<file path="src/rtl/pmu_counter_unit.sv">
module pmu_counter_unit #(
  parameter int NC = 6,
  parameter int NE = 8,
  parameter int AW = 5,
  parameter int SW = 8
) (
  input  logic          clk,
  input  logic          rst_n,
  input  logic          req_valid,
  input  logic          req_write,
  input  logic          req_priv,
  input  logic [AW-1:0] req_addr,
  input  logic [31:0]   req_wdata,
  output logic [31:0]   rd_data,
  output logic          acc_err,
  input  logic [NE-1:0] evt_in,
  output logic          irq
);
  localparam logic [AW-1:0] A_CTRL  = AW'(0);
  localparam logic [AW-1:0] A_CYCL  = AW'(1);
  localparam logic [AW-1:0] A_CYCH  = AW'(2);
  localparam logic [AW-1:0] A_OVF   = AW'(3);
  localparam logic [AW-1:0] A_INTEN = AW'(4);
  localparam logic [AW-1:0] A_USER  = AW'(5);
  localparam int A_BASE = 8;

  logic          ctrl_en, ctrl_long, user_en, ovf_cyc, inten_cyc;
  logic [63:0]   cyc;
  logic [31:0]   cnt [NC];
  logic [SW-1:0] sel [NC];
  logic [NC-1:0] chn, ovf_ev, inten_ev, hit, cnt_wr, typ_wr, ev_inc, ev_ovf;
  logic [31:0]   rdv;

  wire allowed   = req_priv | (user_en & (req_addr != A_USER));
  wire wr        = req_valid & allowed & req_write;
  wire ctrl_wr   = wr & (req_addr == A_CTRL);
  wire rst_ev    = ctrl_wr & req_wdata[1];
  wire rst_cyc   = ctrl_wr & req_wdata[2];
  wire cyc_wr_lo = wr & (req_addr == A_CYCL);
  wire cyc_wr_hi = wr & (req_addr == A_CYCH);
  wire ovf_wr    = wr & (req_addr == A_OVF);
  wire cyc_inc   = ctrl_en & ~cyc_wr_lo & ~cyc_wr_hi & ~rst_cyc;
  wire cyc_ovf   = cyc_inc & (ctrl_long ? (&cyc) : (&cyc[31:0]));

  always_comb begin
    hit = '0;
    for (int i = 0; i < NC; i++)
      for (int e = 0; e < NE; e++)
        if (sel[i] == SW'(e)) hit[i] = evt_in[e];
  end

  for (genvar gi = 0; gi < NC; gi++) begin : g_cnt
    assign cnt_wr[gi] = wr & (req_addr == AW'(A_BASE + 2*gi));
    assign typ_wr[gi] = wr & (req_addr == AW'(A_BASE + 2*gi + 1));
    if (gi % 2 == 1) begin : g_odd
      wire carry = ctrl_en & hit[gi-1] & (&cnt[gi-1]) & ~cnt_wr[gi-1] & ~rst_ev;
      assign ev_inc[gi] = chn[gi] ? carry : (ctrl_en & hit[gi]);
    end else begin : g_even
      assign ev_inc[gi] = ctrl_en & hit[gi];
    end
    assign ev_ovf[gi] = ev_inc[gi] & (&cnt[gi]) & ~cnt_wr[gi] & ~rst_ev;
  end

  always_ff @(posedge clk or negedge rst_n) begin
    if (!rst_n) begin
      for (int i = 0; i < NC; i++) begin
        cnt[i] <= '0;
        sel[i] <= '0;
      end
      chn <= '0;
    end else begin
      for (int i = 0; i < NC; i++) begin
        if (rst_ev)         cnt[i] <= '0;
        else if (cnt_wr[i]) cnt[i] <= req_wdata;
        else if (ev_inc[i]) cnt[i] <= cnt[i] + 32'd1;
        if (typ_wr[i]) begin
          sel[i] <= req_wdata[SW-1:0];
          chn[i] <= (i % 2 == 1) & req_wdata[SW];
        end
      end
    end
  end

  always_ff @(posedge clk or negedge rst_n) begin
    if (!rst_n) begin
      cyc <= '0;
    end else if (rst_cyc) begin
      cyc <= '0;
    end else begin
      if (cyc_wr_lo) cyc[31:0]  <= req_wdata;
      if (cyc_wr_hi) cyc[63:32] <= req_wdata;
      if (cyc_inc)   cyc        <= cyc + 64'd1;
    end
  end

  always_ff @(posedge clk or negedge rst_n) begin
    if (!rst_n) begin
      ctrl_en   <= 1'b0;
      ctrl_long <= 1'b0;
      user_en   <= 1'b0;
      ovf_ev    <= '0;
      ovf_cyc   <= 1'b0;
      inten_ev  <= '0;
      inten_cyc <= 1'b0;
      acc_err   <= 1'b0;
    end else begin
      if (ctrl_wr) begin
        ctrl_en   <= req_wdata[0];
        ctrl_long <= req_wdata[3];
      end
      if (wr && req_addr == A_USER) user_en <= req_wdata[0];
      if (wr && req_addr == A_INTEN) begin
        inten_ev  <= req_wdata[NC-1:0];
        inten_cyc <= req_wdata[31];
      end
      ovf_ev  <= (ovf_ev & ~(ovf_wr ? req_wdata[NC-1:0] : '0)) | ev_ovf;
      ovf_cyc <= (ovf_cyc & ~(ovf_wr & req_wdata[31])) | cyc_ovf;
      acc_err <= req_valid & ~allowed;
    end
  end

  always_comb begin
    rdv = '0;
    case (req_addr)
      A_CTRL: begin
        rdv[0]     = ctrl_en;
        rdv[3]     = ctrl_long;
        rdv[15:11] = 5'(NC);
      end
      A_CYCL:  rdv = cyc[31:0];
      A_CYCH:  rdv = cyc[63:32];
      A_OVF: begin
        rdv[NC-1:0] = ovf_ev;
        rdv[31]     = ovf_cyc;
      end
      A_INTEN: begin
        rdv[NC-1:0] = inten_ev;
        rdv[31]     = inten_cyc;
      end
      A_USER:  rdv[0] = user_en;
      default: begin
        for (int i = 0; i < NC; i++) begin
          if (req_addr == AW'(A_BASE + 2*i)) rdv = cnt[i];
          if (req_addr == AW'(A_BASE + 2*i + 1)) begin
            rdv[SW-1:0] = sel[i];
            rdv[SW]     = chn[i];
          end
        end
      end
    endcase
  end

  assign rd_data = (req_valid & ~req_write & allowed) ? rdv : '0;
  assign irq     = (|(ovf_ev & inten_ev)) | (ovf_cyc & inten_cyc);
endmodule


</file>
<file path="config.mk">
export PLATFORM = sky130hd
export DESIGN_NAME = pmu_counter_unit
export DESIGN_NICKNAME = d
export VERILOG_FILES = /design/src/rtl/pmu_counter_unit.sv
export SDC_FILE = /design/constraint.sdc
export NUM_CORES = 1
export LEC_CHECK = 0
export BUFFER_PORTS_ARGS = -buffer_cell sky130_fd_sc_hd__buf_4
export CAP_MARGIN = 25
export CORE_ASPECT_RATIO = 0.6
export CORE_MARGIN = 5
export CORE_UTILIZATION = 28
export DETAILED_ROUTE_END_ITERATION = 12
export HOLD_SLACK_MARGIN = 0.05
export PLACE_DENSITY = 0.42
export SYNTH_ARGS = -nofsm -noshare
export SYNTH_HDL_FRONTEND = slang
export SYNTH_SLANG_ARGS = --single-unit
</file>
<file path="constraint.sdc">
create_clock -name clk -period 4.32 [get_ports clk]
set_clock_uncertainty 0.1 [all_clocks]
set_input_delay 0.864 -clock clk [delete_from_list [all_inputs] [get_ports clk]]
set_output_delay 0.864 -clock clk [all_outputs]
set_load 0.05 [all_outputs]
</file>
==> metrics.txt <==
CTS tree=yes; Seq pwr share=48.1%; vias=22360; Area contributors post-synth=dfrtp_1, a21oi_1, o21ai_0; CORE AREA=75340 µm²; Tcrit/Tclk final=98.66%; # DRC=0; maximum buffer depth of the clock tree=3; most common cell after layout, fill and taps aside=dfrtp_1; Post-DP HPWL=82740 µm; full die area=81620 µm²; Synth Register Bits=325; chip width=365.5 µm; vias in the first global route=20710; IO Pins=84; H-Tree Depth=2; Synth Cell Area=21230 µm²; Vias/cell=6.186; commonest cells after routing, fill and taps aside=dfrtp_1, a21oi_1, o21ai_0, nand2_1, buf_4; Async SR Flop Fraction=100.0%; P_int=0.006129 W; Worst Setup Slack, final=0.05787 ns; status=complete, no violations; CP Launch Type=primary input; pre-CTS WS=0.1699 ns; hold violation count in the final report=0; crit path max fanout=17; GRT Max-Usage Layer=met1; GR Util met1=42.75%; Setup-failing EPs final=0; Yosys warning total=0; Initial Util=28.18%; sequential fraction of the synthesis area=38.30%; Post-Route WL=111600 µm; Tot Pwr=0.009768 W; worst skew pair latency=0.59 ns; combinational share of power=17.6%; Max Freq=0.2346 GHz; Synthesized Nets=2584; hold_buf cts=0; number of synthesized flops with an enable pin=0; placed inst area=23710 µm²; remaining antenna violation count=0; initial drt markers=3038; fraction of layout cells with a size suffix above 1=15.81%; Setup crit end kind=output port; routability cong.=0.9621; first-pass GRT wire length=158900 µm; Tot GR Track Use=26.71%; post-CTS sizing=0; fill count=7904; standard-cell rows=78; Worst-path clk slew=0.06 ns; Slew @ Worst Pin=1.057 ns; CTS buffer count=38; Max-Cap Viols=0; HP Class=in -> async; routed len/inst=30.87 µm; antenna violations before repair=15; mean post-synth cell area=8.403 µm²; met2 Track Usage GR=34.87%; clock power share=34.3%; Post-synth top flop=dfrtp_1; Max VDD drop=0.2227 mV; nets=2642; critical path type=in -> out; Cells after Synth=2527; Final Slew Violations=0; crit path DAT=3.30 ns; Yosys cell types=83; grt total ovfl=0; cell accounting for the most synthesized area=dfrtp_1; Synth top area share=38.30%; 1st-pass router iterations=5; die height=223.3 µm; final instance area=24930 µm²; Sw Ratio=37.25%; Power Density=391.8 nW/µm²; # port buffers=83; clock sinks=325; clk root buf=clkbuf_16; CP Data Required Time=3.36 ns; RSZ-0062 raised after global routing=false; Setup Buffers After CTS=0; synth-to-layout area growth=17.41%; largest net degree at the start of global routing=81; grt met3 use=7.691%; Min Hold Slack=0.1277 ns; crit path time final=4.262 ns; slew margin rel.=29.55%; Static Leak=9.384 nW; Net Switching=0.003638 W
cell families after synthesis:
logic type,share of synthesized area [%]
simple gates,22.47
compound gates,23.21
flops,38.30
buf+inv,4.030
xor+xnor,6.599
mux,4.979
fa+ha+maj,0.4124
area by class of cell:
class                      instances  area [µm²]  area share [%]
clock buffer                      54        1145           4.592
multi-input combinational       1977       12500           50.15
sequential                       325        8133           32.62
clock inverter                    13       70.07          0.2810
antenna                            2       5.005         0.02007
inverter                          32       120.1          0.4818
timing repair buffer             211        1704           6.835
tap                             1000        1251           5.019
cells in the mapped netlist, types with 5 or more instances:
cell type  count
a211oi_1      46
a21o_1         5
a21oi_1      243
a221oi_1      36
a222oi_1      26
a22o_1         7
a22oi_1       39
a2bb2oi_1      5
a311oi_1       6
a31oi_1       19
a32o_1         6
and2_1        19
and3_1        57
and4_1        22
buf_1         12
clkbuf_1     177
dfrtp_1      325
ha_1           7
inv_1         32
mux2_2        63
mux2i_1       19
mux4_2         7
nand2_1      230
nand2b_1       7
nand3_1      122
nand4_1       74
nor2_1       157
nor2b_1       11
nor3_1        88
nor3b_1       12
nor4_1        58
nor4b_1       13
o211ai_1      25
o21ai_0      243
o21ai_1        8
o22ai_1       24
o311ai_1       5
o31a_1         8
o31ai_1        6
or2_2          6
or3_1         13
or4_1          8
xnor2_1      100
xor2_1        60
per-layer routing:
layer  up-vias  wire [µm]
met3       128      13200
met1     11320      53970
li1       9630          -
met5         -         11
met4         2       1923
met2      1280      42470
final timing paths:
| kind | startpoint | cells after the start | slack, ns | endpoint |
|---|---|---|---|---|
| max | req_addr[4] | 10 | 0.06 | rd_data[8] |
| min | rst_n | 1 | 0.13 | chn[1] |
| max reg2reg | ctrl_en | 7 | 0.66 | cnt[62] |
| min reg2reg | cyc[55] | 1 | 0.43 | cyc[55] |
| max in group asynchronous | rst_n | 2 | 2.96 | cyc[50] |
| min in group clk | req_valid | 2 | 0.42 | acc_err |
metrics by stage:
stage	TNS, ns	util (%)	std cells
after detailed placement	0	31.47	3545
after CTS	0	33.08	3612
after global routing	0	33.08	3612
final	0	33.09	3614
after floorplan	-0.009549	-	2527
after global placement	0	31.47	3545
worst max-delay path, stage by stage:
cell and delay (ns):
buf_4 0.20, nor2_1 0.33, and3_1 0.21, buf_4 0.26, nand2_1 0.12, a21oi_1 0.36, o32a_1 0.22, o21ai_0 0.09
a211oi_2 0.34, buf_4 0.26
registers in the layout, summed over array words and instances (netlist names), 3 cells and up:
| name | cells |
|---|---|
| inten_ev | 6 |
| sel | 48 |
| cnt | 192 |
| ovf_ev | 6 |
| chn | 3 |
| cyc | 64 |
power by group through the flow:
stage | Sequential (W) | Clock [W] | Combinational [W]
finish | 0.00470 | 0.00335 | 0.00172
global route | 0.00475 | 0.00352 | 0.00188
CTS | 0.00463 | 0.00340 | 0.00170
detailed placement | 0.00468 | 0 | 0.00169
global placement | 0.00470 | 0 | 0.00166
floorplan | 0.00411 | 0 | 0.00114
Power figures use the tool's default switching activity.
